**config.mk**
```make
export PLATFORM = sky130hd
export DESIGN_NAME = flash_status_guard
export DESIGN_NICKNAME = d
export VERILOG_FILES = /design/src/rtl/flash_guard_pkg.sv /design/src/rtl/fsg_wel_latch.sv /design/src/rtl/fsg_busy_timer.sv /design/src/rtl/fsg_status_fmt.sv /design/src/rtl/flash_status_guard.sv
export SDC_FILE = /design/constraint.sdc
export NUM_CORES = 1
export LEC_CHECK = 0
export ABC_AREA = 1
export BUFFER_PORTS_ARGS = -buffer_cell sky130_fd_sc_hd__buf_4
export CAP_MARGIN = 30
export CORE_MARGIN = 2
export CORE_UTILIZATION = 50
export DETAILED_ROUTE_END_ITERATION = 8
export PLACE_DENSITY = 0.76
export SLEW_MARGIN = 0
export SYNTH_ARGS = -nofsm -noshare
export SYNTH_HDL_FRONTEND = slang
export SYNTH_SLANG_ARGS = --single-unit
```
**constraint.sdc**
```tcl
create_clock -name clk -period 1.79 [get_ports clk]
set_input_delay 0.179 -clock clk [delete_from_list [all_inputs] [get_ports clk]]
set_output_delay 0.179 -clock clk [all_outputs]
set_load 0.005 [all_outputs]
```
**src/rtl/flash_guard_pkg.sv**
```systemverilog
package flash_guard_pkg;

  typedef enum logic [2:0] {
    OP_STATUS = 3'd0,
    OP_READ   = 3'd1,
    OP_WRITE  = 3'd2,
    OP_ERASE  = 3'd3,
    OP_WREN   = 3'd4,
    OP_WRDI   = 3'd5
  } fg_op_e;

  localparam int unsigned ST_BUSY_BIT = 7;
  localparam int unsigned ST_PASS_BIT = 6;
  localparam int unsigned ST_WEL_BIT  = 5;
  localparam int unsigned ST_DENS_BIT = 0;
  localparam int unsigned ST_W        = 8;

  localparam logic WHY_BUSY    = 1'b0;
  localparam logic WHY_PROTECT = 1'b1;

  function automatic logic fg_is_array(input logic [2:0] op);
    return (op == 3'(OP_READ)) || (op == 3'(OP_WRITE)) || (op == 3'(OP_ERASE));
  endfunction

endpackage

```
**src/rtl/fsg_wel_latch.sv**
```systemverilog
module fsg_wel_latch (
  input  logic clk,
  input  logic rst_n,
  input  logic set_i,
  input  logic clr_i,
  output logic wel_o
);

  always_ff @(posedge clk or negedge rst_n) begin
    if (!rst_n)     wel_o <= 1'b0;
    else if (set_i) wel_o <= 1'b1;
    else if (clr_i) wel_o <= 1'b0;
  end


  wel_rise_chk: assert property (@(posedge clk) disable iff (!rst_n)
    $rose(wel_o) |-> $past(set_i));


  wel_fall_chk: assert property (@(posedge clk) disable iff (!rst_n)
    $fell(wel_o) |-> $past(clr_i));

endmodule

```
**src/rtl/fsg_busy_timer.sv**
```systemverilog
module fsg_busy_timer #(
  parameter int unsigned T_READ  = 4,
  parameter int unsigned T_WRITE = 6,
  parameter int unsigned T_ERASE = 8
) (
  input  logic       clk,
  input  logic       rst_n,
  input  logic       start_i,
  input  logic [1:0] start_op_i,
  output logic       busy_o,
  output logic       done_wr_o
);

  localparam int unsigned T_RW  = (T_READ > T_WRITE) ? T_READ : T_WRITE;
  localparam int unsigned T_MAX = (T_RW > T_ERASE) ? T_RW : T_ERASE;
  localparam int unsigned CNT_W = $clog2(T_MAX + 1);

  logic [CNT_W-1:0] cnt_q;
  logic [CNT_W-1:0] load_val;
  logic             wr_q;

  always_comb begin
    case (start_op_i)
      2'd1:    load_val = CNT_W'(T_READ);
      2'd2:    load_val = CNT_W'(T_WRITE);
      default: load_val = CNT_W'(T_ERASE);
    endcase
  end

  always_ff @(posedge clk or negedge rst_n) begin
    if (!rst_n) begin
      cnt_q <= '0;
      wr_q  <= 1'b0;
    end else if (start_i) begin
      cnt_q <= load_val;
      wr_q  <= (start_op_i != 2'd1);
    end else if (cnt_q != '0) begin
      cnt_q <= cnt_q - 1'b1;
    end
  end

  assign busy_o    = (cnt_q != '0);
  assign done_wr_o = (cnt_q == CNT_W'(1)) && wr_q;


  start_idle_chk: assert property (@(posedge clk) disable iff (!rst_n)
    start_i |-> !busy_o);


  busy_after_start_chk: assert property (@(posedge clk) disable iff (!rst_n)
    start_i |=> busy_o);

endmodule

```
**src/rtl/fsg_status_fmt.sv**
```systemverilog
module fsg_status_fmt
  import flash_guard_pkg::*;
#(
  parameter bit DENSITY_HI = 1'b1
) (
  input  logic          clk,
  input  logic          rst_n,
  input  logic          busy_i,
  input  logic          wel_i,
  input  logic          done_wr_i,
  input  logic          pass_i,
  input  logic          req_i,
  input  logic          stat_ready_i,
  output logic          stat_valid_o,
  output logic [ST_W-1:0] stat_data_o
);

  logic            pass_q;
  logic [ST_W-1:0] word;

  always_ff @(posedge clk or negedge rst_n) begin
    if (!rst_n)         pass_q <= 1'b1;
    else if (done_wr_i) pass_q <= pass_i;
  end

  always_comb begin
    word              = '0;
    word[ST_BUSY_BIT] = busy_i;
    word[ST_PASS_BIT] = pass_q;
    word[ST_WEL_BIT]  = wel_i;
    word[ST_DENS_BIT] = DENSITY_HI;
  end

  always_ff @(posedge clk or negedge rst_n) begin
    if (!rst_n) begin
      stat_valid_o <= 1'b0;
      stat_data_o  <= '0;
    end else if (req_i) begin
      stat_valid_o <= 1'b1;
      stat_data_o  <= word;
    end else if (stat_ready_i) begin
      stat_valid_o <= 1'b0;
    end
  end


  stat_hold_chk: assert property (@(posedge clk) disable iff (!rst_n)
    (stat_valid_o && !stat_ready_i) |=> (stat_valid_o && $stable(stat_data_o)));


  pass_change_chk: assert property (@(posedge clk) disable iff (!rst_n)
    !$stable(pass_q) |-> $past(busy_i));

endmodule

```
**src/rtl/flash_status_guard.sv**
```systemverilog
module flash_status_guard
  import flash_guard_pkg::*;
#(
  parameter int unsigned T_READ     = 4,
  parameter int unsigned T_WRITE    = 6,
  parameter int unsigned T_ERASE    = 8,
  parameter bit          DENSITY_HI = 1'b1
) (
  input  logic       clk,
  input  logic       rst_n,
  input  logic       cmd_valid_i,
  output logic       cmd_ready_o,
  input  logic [2:0] cmd_op_i,
  input  logic       op_pass_i,
  output logic       stat_valid_o,
  input  logic       stat_ready_i,
  output logic [7:0] stat_data_o,
  output logic       grant_valid_o,
  output logic [1:0] grant_op_o,
  output logic       ignore_o,
  output logic       ignore_why_o,
  output logic       busy_o
);

  logic acc, is_arr, protect, grant_d, reject_d, wel, done_wr;

  assign acc     = cmd_valid_i && cmd_ready_o;
  assign is_arr  = acc && fg_is_array(cmd_op_i);
  assign protect = (cmd_op_i == 3'(OP_WRITE)) && !wel;
  assign grant_d  = is_arr && !busy_o && !protect;
  assign reject_d = is_arr && !grant_d;
  assign cmd_ready_o = !stat_valid_o;

  fsg_wel_latch u_wel (
    .clk   (clk),
    .rst_n (rst_n),
    .set_i (acc && (cmd_op_i == 3'(OP_WREN))),
    .clr_i (acc && (cmd_op_i == 3'(OP_WRDI))),
    .wel_o (wel)
  );

  fsg_busy_timer #(
    .T_READ  (T_READ),
    .T_WRITE (T_WRITE),
    .T_ERASE (T_ERASE)
  ) u_timer (
    .clk        (clk),
    .rst_n      (rst_n),
    .start_i    (grant_d),
    .start_op_i (cmd_op_i[1:0]),
    .busy_o     (busy_o),
    .done_wr_o  (done_wr)
  );

  fsg_status_fmt #(
    .DENSITY_HI (DENSITY_HI)
  ) u_stat (
    .clk          (clk),
    .rst_n        (rst_n),
    .busy_i       (busy_o),
    .wel_i        (wel),
    .done_wr_i    (done_wr),
    .pass_i       (op_pass_i),
    .req_i        (acc && (cmd_op_i == 3'(OP_STATUS))),
    .stat_ready_i (stat_ready_i),
    .stat_valid_o (stat_valid_o),
    .stat_data_o  (stat_data_o)
  );

  always_ff @(posedge clk or negedge rst_n) begin
    if (!rst_n) begin
      grant_valid_o <= 1'b0;
      grant_op_o    <= 2'd0;
      ignore_o      <= 1'b0;
      ignore_why_o  <= WHY_BUSY;
    end else begin
      grant_valid_o <= grant_d;
      grant_op_o    <= grant_d ? cmd_op_i[1:0] : 2'd0;
      ignore_o      <= reject_d;
      ignore_why_o  <= (reject_d && !busy_o) ? WHY_PROTECT : WHY_BUSY;
    end
  end


  grant_ignore_excl_chk: assert property (@(posedge clk) disable iff (!rst_n)
    !(grant_valid_o && ignore_o));


  write_needs_wel_chk: assert property (@(posedge clk) disable iff (!rst_n)
    (grant_valid_o && grant_op_o == 2'd2) |-> $past(wel));


  no_grant_busy_chk: assert property (@(posedge clk) disable iff (!rst_n)
    (acc && fg_is_array(cmd_op_i) && busy_o) |=> (ignore_o && !grant_valid_o));


  no_accept_stall_chk: assert property (@(posedge clk) disable iff (!rst_n)
    (stat_valid_o && !stat_ready_i) |-> !cmd_ready_o);

endmodule

```
==> results of run 1 <==
==> path summary, 6_finish.rpt <==
check	from	end	slack (ns)	cells past startpoint
max in group asynchronous	rst_n	u_stat.pass_q	1.27	2
min in group asynchronous	rst_n	u_timer.cnt_q[1]	0.28	2
hold / removal	stat_ready_i	u_stat.stat_valid_o	0.06	2
setup / recovery	u_timer.cnt_q[0]	busy_o	0.31	4
setup reg to reg	u_timer.cnt_q[0]	u_timer.cnt_q[1]	0.40	7
hold reg to reg	u_stat.stat_data_o[0]	u_stat.stat_data_o[0]	0.47	2
==> cell usage after synthesis (2+ instances only) <==
| cell type | count | area share, % |
|---|---|---|
| nand2_1 | 18 | 7.3 |
| dfrtp_1 | 16 | 43 |
| inv_1 | 14 | 5.7 |
| ha_1 | 8 | 11 |
| nand3_1 | 8 | 4.3 |
| nor2_1 | 6 | 2.4 |
| o21ai_0 | 5 | 2.7 |
| buf_4 | 4 | 3.3 |
| nor2_2 | 4 | 2.7 |
| nand2_2 | 3 | 2.0 |
| nor2_4 | 3 | 3.7 |
| inv_2 | 2 | 0.81 |
| nor3_1 | 2 | 1.1 |
==> critical path, cell delays in order, from the launching register on <==
cell	delay, ns
dfrtp_1	0.42
inv_1	0.13
ha_1	0.21
nand2_4	0.10
buf_4	0.15
==> power groups by stage <==
stage               logic (W)  registers, W  clock network [W]
floorplan            0.000360      0.000570                  0
global placement     0.000491      0.000576                  0
detailed placement   0.000508      0.000578                  0
CTS                  0.000514      0.000570           0.000207
global route         0.000571      0.000582           0.000223
finish               0.000505      0.000571           0.000203
==> kinds of logic after synthesis <==
kind of cell / after synthesis
simple gates: 47
buf+inv: 20
flops: 17
compound gates: 9
fa+ha+maj: 8
xor+xnor: 1
other cells: 1
==> through the flow <==
stage / utilization [%] / instances / instance area [um2]
4_1_cts: 64.5 / 151 / 1110
3_3_place_gp: 62.4 / 146 / 1080
5_1_grt: 64.5 / 151 / 1110
6_report: 64.5 / 151 / 1110
3_5_place_dp: 62.4 / 146 / 1080
2_1_floorplan: - / 106 / 933
==> registers in the layout, indices dropped and copies added (netlist names) <==
register,count
u_timer.wr_q,1
grant_op_o,2
grant_valid_o,1
u_wel.wel_o,1
ignore_o,1
ignore_why_o,1
u_stat.stat_data_o,4
u_stat.stat_valid_o,1
u_stat.pass_q,1
u_timer.cnt_q,4
==> layout make-up <==
cell class,instances,area share [%]
Clock buffer,4,2.36
Inverter,16,5.39
Multi-Input combinational cell,69,37.4
Sequential cell,17,38.3
Tap cell,25,2.81
Timing Repair Buffer,20,13.7
==> per-layer routing <==
layer | routed length (um) | GRT usage [%]
met5 | 0 | 0
met4 | 35 | 8.33
met3 | 58 | 3.46
met2 | 789 | 26.8
met1 | 684 | 21.0
==> flow_summary.ini, run 1 <==
[detailed_routing]
first_pass_iters = 4
remaining_drc_errors = 0
vias = 684
wl_mm = 1.57
drtIter0Drc = 13
routed_via_density = 4.53
avgRoutedWirePerCell_um = 10.4
ant_nets = 0

[floorplan]
fp.dieArea_um2 = 2200
die_width_um = 46.9
die_y_um = 46.9
num_rows = 15
ioPinCount = 24
start_util_pct = 53.4
coreArea_um2 = 1730

[clock_tree]
cts_setup_buffers = 0
cts_buffers = 3
clk_latency_ns = 0.29
cts_max_level = 1
root_buffer = clkbuf_4
cts_hold_buf = 1
cts_sinks = 17
path_clk_slew_ns = 0.09
cts.repair.resized = 0
clockBufferDepth = 2
tritoncts = yes

[synthesis]
synth_area_um2 = 922
postSynthAreaPerCell_um2 = 8.95
muxShareOfSynthArea_pct = 0
synth-xor-area-share_pct = 0.950
async_flop_share_pct = 100
synthCells = 103
synth_seq_cells = 17
synth_seq_area_share_pct = 46.3
synth-adder-area-share_pct = 10.9
yosysUniqueCellTypes = 23
synthFlopType = dfrtp_1
synth_simple_gate_area_share_pct = 26.2
yosysWarnings = 0
synth_edf_count = 0
synth_compound_area_share_pct = 5.56
synth_top_family_by_area = simple AND/OR/NAND/NOR gates

[global_routing]
antenna_found_initial = 0
grt_max_degree = 18
overflow = 0
grt.total_usage_pct = 16.6
grt_pass1_wl_mm = 2.50
grt_pass1_vias = 592

[pwr]
total_power_w = 0.00128
leakage_nw = 0.604
comb_power_share_pct = 39.5
power.density_nw_per_um2 = 1150
seqPwrFrac_pct = 44.6
clkPwrFrac_pct = 15.9
p_int_w = 0.000810
power_switching_w = 0.000469
switching_share_pct = 36.7
vdd_drop_max_uv = 616

[sta]
clock_skew_ns = 0.00435
holdWs_ns = 0.0629
final.min_clock_period_ns = 1.48
hold_viol = 0
layout_setup_ws_ns = 0.307
rsz0062_at_grt = false
fin_setup_tns_ns = 0
drv_slew = 0
setup-violations-final = 0
fmax_ghz = 0.675
period_share_pct = 82.8

[worst_setup_path]
cp-end-kind = output port
worst_ep_arrival_time_ns = 1.30
cp_max_fo = 7
cp.required_ns = 1.61
path_class = flop to output port
start_kind = flop

[placement]
hpwl_mm = 1.27
place_ws_ns = 0.417
portBuffers = 19
gp_congestion = 0.763

[cells_and_area]
area_growth_pct = 20.8
nFillCells = 150
drive_gt1_share_pct = 29.4
final_nets = 143
multi_input_area_um2 = 417
regArea_um2 = 427
antenna_cells = 0
mostFrequentLayoutCells = buf_4 (19), nand2_1 (18), dfrtp_1 (16)
final_common_cell = buf_4

[run_status]
status = completed

[worst_hold_path]
hold_class = input port to flop

[flow_run]
maxCapViolations = 0
(Power assumes the default switching activity.)
==> run 2, diff against run 1 <==
--- a/config.mk
+++ b/config.mk
@@ -5,13 +5,13 @@
 export SDC_FILE = /design/constraint.sdc
 export NUM_CORES = 1
 export LEC_CHECK = 0
-export ABC_AREA = 1
+export ABC_AREA = 0
 export BUFFER_PORTS_ARGS = -buffer_cell sky130_fd_sc_hd__buf_4
 export CAP_MARGIN = 30
 export CORE_MARGIN = 2
-export CORE_UTILIZATION = 50
+export CORE_UTILIZATION = 45
 export DETAILED_ROUTE_END_ITERATION = 8
-export PLACE_DENSITY = 0.76
+export PLACE_DENSITY = 0.73
 export SLEW_MARGIN = 0
 export SYNTH_ARGS = -nofsm -noshare
 export SYNTH_HDL_FRONTEND = slang
==> constraint.sdc (replaced) <==
create_clock -name clk -period 1.3 [get_ports clk]
set_input_delay 0.13 -clock clk [delete_from_list [all_inputs] [get_ports clk]]
set_output_delay 0.13 -clock clk [all_outputs]
set_load 0.005 [all_outputs]
==> run 2 against run 1 <==
  * Synthesized area shrank 6.4%
  * Clock power rose by 35%
  * Critical path type unchanged
  * The run now ends with negative setup slack left
  * Global-route usage up 0.49 points
  * Flip-flop and latch count unchanged
  * Wire length grew 21%
  * Highest routed layer unchanged
  * Largest cell class is now multi-input gates
  * Die area rose by 3.7%
  * Synthesized cell count down 29%
  * Cell count is 4.6% lower
  * Sequential power rose by 40%
==> flow_summary.ini, run 2 <==
[cells_and_area]
reg_top3 = u_stat.stat_data_o (4), u_timer.cnt_q (4), grant_op_o (2)
antenna_cells = 0
stdcell_count = 144
mostFrequentLayoutCells = buf_4 (36), dfrtp_1 (16), ha_1 (6), buf_6 (6)
final_nets = 136
drive_gt1_share_pct = 60.5
area_growth_pct = 57.5
final_common_cell = buf_4
design_area_um2 = 1360

[pwr]
power.density_nw_per_um2 = 1700
leakage_nw = 0.675
vdd_drop_max_uv = 801

[global_routing]
grt_max_degree = 18
busiest_layer = met2
grt_pass1_vias = 626
overflow = 0
grt_util_met3_pct = 5.66
gr-usage-met2_pct = 28.5
grt_pass1_wl_mm = 2.59
grt.total_usage_pct = 17.1
grt.met1_usage_pct = 20.3
antenna_found_initial = 0

[clock_tree]
cts_max_level = 1
cts_buffers = 3
clk_latency_ns = 0.28
path_clk_slew_ns = 0.10
cts_sinks = 17
tritoncts = yes
clockBufferDepth = 2
root_buffer = clkbuf_4

[worst_setup_path]
endpoint = busy_o
cp.required_ns = 1.17
worst-r2r-setup-slack_ns = -0.30
worst_ep_arrival_time_ns = 1.48
cp-end-kind = output port
start_kind = flop
reg2reg_to = u_timer.cnt_q[0]
reg2reg_from = u_timer.cnt_q[0]
startpoint = u_timer.cnt_q[0]
path_class = flop to output port
ff2ff_path_depth = 9
cp_max_fo = 2

[synthesis]
yosysUniqueCellTypes = 28
synth_simple_gate_area_share_pct = 15.4
synth_common_cells = dfrtp_1 (16), ha_1 (8), inv_1 (7)
synth_seq_area_share_pct = 49.4
synth_compound_area_share_pct = 5.65
muxShareOfSynthArea_pct = 8.70
async_flop_share_pct = 100
synth-xor-area-share_pct = 1.01
synth_edf_count = 0
synth_top_family_by_area = simple AND/OR/NAND/NOR gates
synthFlopType = dfrtp_1
synth_seq_cells = 17
synth-adder-area-share_pct = 11.6
ys_top_cells_by_area = dfrtp_1 (46%), ha_1 (12%), mux2_2 (5.2%), mux2i_1 (3.5%), buf_4 (3.5%)
synth_top_cell_by_area = dfrtp_1
synthMostInstantiatedCell = dfrtp_1
synth_area_um2 = 863
yosysWarnings = 0
synthCells = 73
postSynthAreaPerCell_um2 = 11.8
synth_top_area_share_pct = 46.4

[floorplan]
die_y_um = 47.8
start_util_pct = 48.9
fp.dieArea_um2 = 2280
coreArea_um2 = 1760
num_rows = 15
die_width_um = 47.8
ioPinCount = 24

[sta]
drv_slew = 0
layout_setup_ws_ns = -0.314
hold_viol = 0
clock_skew_ns = 0.00552
setup-violations-final = 12
final.min_clock_period_ns = 1.61
period_share_pct = 124
fmax_ghz = 0.620
rsz0062_at_grt = true

[flow_run]
maxCapViolations = 0

[detailed_routing]
avgRoutedWirePerCell_um = 13.2
routed_via_density = 4.78
ant_nets = 0
wl_mm = 1.90
remaining_drc_errors = 0
vias = 688
drtIter0Drc = 7
first_pass_iters = 4

[placement]
dpl_cell_area_um2 = 1150
place_inst = 132
gp_congestion = 0.741
hpwl_mm = 1.25
portBuffers = 19

[run_status]
status = complete, but fails checks
violations = negative setup slack

[worst_hold_path]
hold_class = input port to flop
[run 2: area by class of cell]
class,count,area [um2]
sequential,17,427
clock buffer,3,22.5
timing repair buffer,44,358
inverter,7,28.8
fill,127,404
clock inverter,1,5.00
multi-input combinational,47,488
tap,25,31.3
[run 2: routing by layer]
| layer | up-vias | part of all wire [%] |
|---|---|---|
| met5 | - | 0 |
| met4 | 0 | 0.63 |
| met3 | 2 | 4.0 |
| met2 | 22 | 53 |
| met1 | 335 | 42 |
| li1 | 329 | - |
[run 2: worst min path at each step]
stage,startpoint,to,slack (ns),cells past startpoint
5_1_grt,op_pass_i,u_stat.pass_q,0.04,2
6_report,op_pass_i,u_stat.pass_q,0.08,2
2_1_floorplan,rst_n,grant_op_o[0],-0.17,0
4_1_cts,op_pass_i,u_stat.pass_q,0.07,2
3_3_place_gp,rst_n,u_timer.cnt_q[0],0.003,1
3_5_place_dp,rst_n,u_timer.cnt_q[1],0.006,1
[run 2: critical path, cell delays in order, from the launching register on]
cell and delay [ns]:
dfrtp_1 0.39, inv_2 0.08, ha_4 0.14, nor3b_4 0.21, buf_6 0.14, inv_4 0.03, buf_6 0.10, buf_6 0.10
[run 2: cells by family (layout without fill, tap and decap cells)]
| family | after synthesis | in the layout |
|---|---|---|
| AOI/OAI and AO/OA | 6 | 6 |
| xor gates and xnor gates | 1 | 1 |
| adders and majority gates | 8 | 8 |
| buffers and inverters | 12 | 55 |
| DFF | 17 | 17 |
| muxes | 7 | 7 |
| other | 1 | 4 |
| and+or+nand+nor | 21 | 21 |
[run 2: what timing repair did]
item / in CTS / in global routing
pin swaps: 6 / 4
hold buffers: 2 / 0
setup endpoints to repair: 13 / 16
hold endpoints to repair: 18 / 0
buffers inserted: 5 / 3
resized for setup: 23 / 9
gates cloned: 0 / 0
[run 2: stage by stage]
step                setup TNS (ns)  hold WS [ns]  utilization, %  power [W]  setup slack (ns)
finish                       -2.16        0.0764            77.1    0.00232            -0.314
global placement             -1.47       0.00306            65.1    0.00164            -0.247
CTS                          -1.47        0.0682            74.3    0.00218            -0.309
detailed placement           -1.85       0.00626            65.1    0.00167            -0.299
floorplan                   -0.783        -0.166               -    0.00125            -0.191
global route                 -2.93        0.0440            77.1    0.00249            -0.391
[run 2: power by group]
part           leakage (nW)  switching [W]  internal (W)  total (W)
clock                0.0177       0.000160      0.000114   0.000274
sequential            0.206       0.000103      0.000697   0.000800
combinational         0.451       0.000489      0.000755    0.00124
total                 0.675       0.000753       0.00157    0.00232
==> run 3, diff against run 2 <==
--- a/config.mk
+++ b/config.mk
@@ -9,9 +9,10 @@
 export BUFFER_PORTS_ARGS = -buffer_cell sky130_fd_sc_hd__buf_4
 export CAP_MARGIN = 30
 export CORE_MARGIN = 2
-export CORE_UTILIZATION = 45
+export CORE_UTILIZATION = 47
+export CTS_BUF_LIST = sky130_fd_sc_hd__clkbuf_8
 export DETAILED_ROUTE_END_ITERATION = 8
-export PLACE_DENSITY = 0.73
+export PLACE_DENSITY = 0.76
 export SLEW_MARGIN = 0
 export SYNTH_ARGS = -nofsm -noshare
 export SYNTH_HDL_FRONTEND = slang
==> run 3 against run 2 <==
  * The flow still finishes with violations (negative setup slack)
  * Cell count unchanged
  * Clock power grew 42%
  * Via count shrank 0.15%
  * Maximum frequency is 0.11% lower
  * Critical endpoint unchanged
==> flow_summary.ini, run 3 (synthesized netlist as in run 2, its figures left out) <==
[pwr]
total_power_w = 0.00239
comb_power_share_pct = 50.2
switching_share_pct = 31.8
seqPwrFrac_pct = 33.6
clkPwrFrac_pct = 16.2
power_switching_w = 0.000760
vdd_drop_max_uv = 1060
leakage_nw = 0.671
p_int_w = 0.00163
power.density_nw_per_um2 = 1780

[detailed_routing]
remaining_drc_errors = 0
wl_mm = 1.88
first_pass_iters = 4
vias = 687
drtIter0Drc = 1
avgRoutedWirePerCell_um = 13.1
ant_nets = 0
routed_via_density = 4.77

[global_routing]
grt_max_degree = 18
grt_pass1_vias = 706
grt.total_usage_pct = 20.0
overflow = 0
grt_pass1_wl_mm = 2.97
antenna_found_initial = 0

[placement]
hpwl_mm = 1.32
place_inst = 133
dpl_cell_area_um2 = 1160
gp_congestion = 0.718
portBuffers = 19

[clock_tree]
root_buffer = clkbuf_8
cts_buffers = 3
clockBufferDepth = 2
cts_sinks = 17
path_clk_slew_ns = 0.07
clk_latency_ns = 0.25
tritoncts = yes
cts_max_level = 1

[run_status]
violations = negative setup slack
status = complete, but fails checks

[worst_setup_path]
worst_ep_arrival_time_ns = 1.49
cp_num_cells = 7
ff2ff_path_depth = 8
cp_num_buf_inv = 5
cp.required_ns = 1.17
cp_slowest_cell = dfrtp_1
cp_max_fo = 2
reg2reg_from = u_timer.cnt_q[0]
worst-r2r-setup-slack_ns = -0.28
path_cells = inv_2 > ha_4 > nor3b_4 > buf_6 > inv_4 > buf_6 > buf_6
reg2reg_to = u_timer.cnt_q[1]
start_kind = flop
critical_path.top_delay_family = buffers and inverters
max_stage_delay_ns = 0.40
path_class = flop to output port
cp-end-kind = output port
crit_top_cell = buf_6

[cells_and_area]
mostFrequentLayoutCells = buf_4 (38), dfrtp_1 (16), ha_1 (6)
antenna_cells = 0
area_growth_pct = 55.7
final_nets = 136
design_area_um2 = 1340
fin_util_pct = 77.8
drive_gt1_share_pct = 57.1
reg_top3 = u_stat.stat_data_o (4), u_timer.cnt_q (4), grant_op_o (2)
stdcell_count = 144
final_common_cell = buf_4

[worst_hold_path]
hold_class = input port to flop
min_to = u_stat.stat_valid_o
holdCritStartpoint = stat_ready_i
holdPathStages = 2

[floorplan]
die_y_um = 46.9
start_util_pct = 50.0
fp.dieArea_um2 = 2200
coreArea_um2 = 1730
die_width_um = 46.9
ioPinCount = 24
num_rows = 15

[sta]
period_share_pct = 124
hold_viol = 0
final.min_clock_period_ns = 1.62
rsz0062_at_grt = true
fmax_ghz = 0.619
holdWs_ns = 0.0375
layout_setup_ws_ns = -0.316
clock_skew_ns = 0.00885
drv_slew = 0
setup-violations-final = 12

[flow_run]
maxCapViolations = 0
[run 3: changes by cell type in the layout (fill, tap and decap cells not counted), moves of 2 or more]
cell | previous run | this run
clkbuf_4 | 3 | 0
clkbuf_8 | 0 | 3
and2_2 | 0 | 2
and2_4 | 3 | 1
buf_4 | 36 | 38
nor3_2 | 0 | 2
[run 3: worst max path at each step]
stage                startpoint                to  slack, ns
6_report       u_timer.cnt_q[0]            busy_o      -0.32
5_1_grt        u_timer.cnt_q[0]            busy_o      -0.36
4_1_cts        u_timer.cnt_q[0]            busy_o      -0.29
3_5_place_dp        cmd_op_i[0]  u_timer.cnt_q[1]      -0.32
3_3_place_gp   u_timer.cnt_q[0]      u_timer.wr_q      -0.24
2_1_floorplan       u_wel.wel_o  u_timer.cnt_q[1]      -0.19
[run 3: power by group through the flow]
stage | clock network [W] | logic, W | registers [W]
final | 0.000388 | 0.00120 | 0.000803
after global routing | 0.000421 | 0.00129 | 0.000821
after CTS | 0.000400 | 0.00109 | 0.000800
after detailed placement | 0 | 0.000877 | 0.000800
after global placement | 0 | 0.000851 | 0.000791
after floorplan | 0 | 0.000434 | 0.000815
[run 3: metrics by stage]
stage          TNS, ns  worst slack [ns]
2_1_floorplan   -0.783            -0.191
3_3_place_gp     -1.49            -0.241
3_5_place_dp     -2.22            -0.317
4_1_cts          -1.56            -0.287
5_1_grt          -2.61            -0.358
6_report         -2.09            -0.316
[run 3: final cells by class]
type	count	area (um2)
clock buffer	3	41.3
clock inverter	1	5.00
fill	132	383
inverter	7	28.8
multi-input combinational	47	459
sequential	17	427
tap	25	31.3
timing repair buffer	44	352
[run 3: worst reg2reg max path, stage by stage, from the launching register on]
cell     delay, ns
dfrtp_1       0.40
inv_2         0.10
ha_4          0.13
nor3b_4       0.23
buf_6         0.14
buf_4         0.10
buf_6         0.09
nor2_1        0.04
a221o_1       0.25
[run 3: metal layers]
layer	track usage, %	up-vias	share of wire [%]
met5	0	-	0
met4	8.89	0	1.8
met3	5.00	4	3.9
met2	37.0	19	53
met1	21.2	335	41
li1	-	329	-
[run 3: repair_timing]
action                     4_1_cts  5_1_grt
setup endpoints to repair       14       15
hold buffers                     1        0
setup buffers                    4        3
gates resized for setup         19        2
hold endpoints to repair        17        0
pin swaps                        3        2
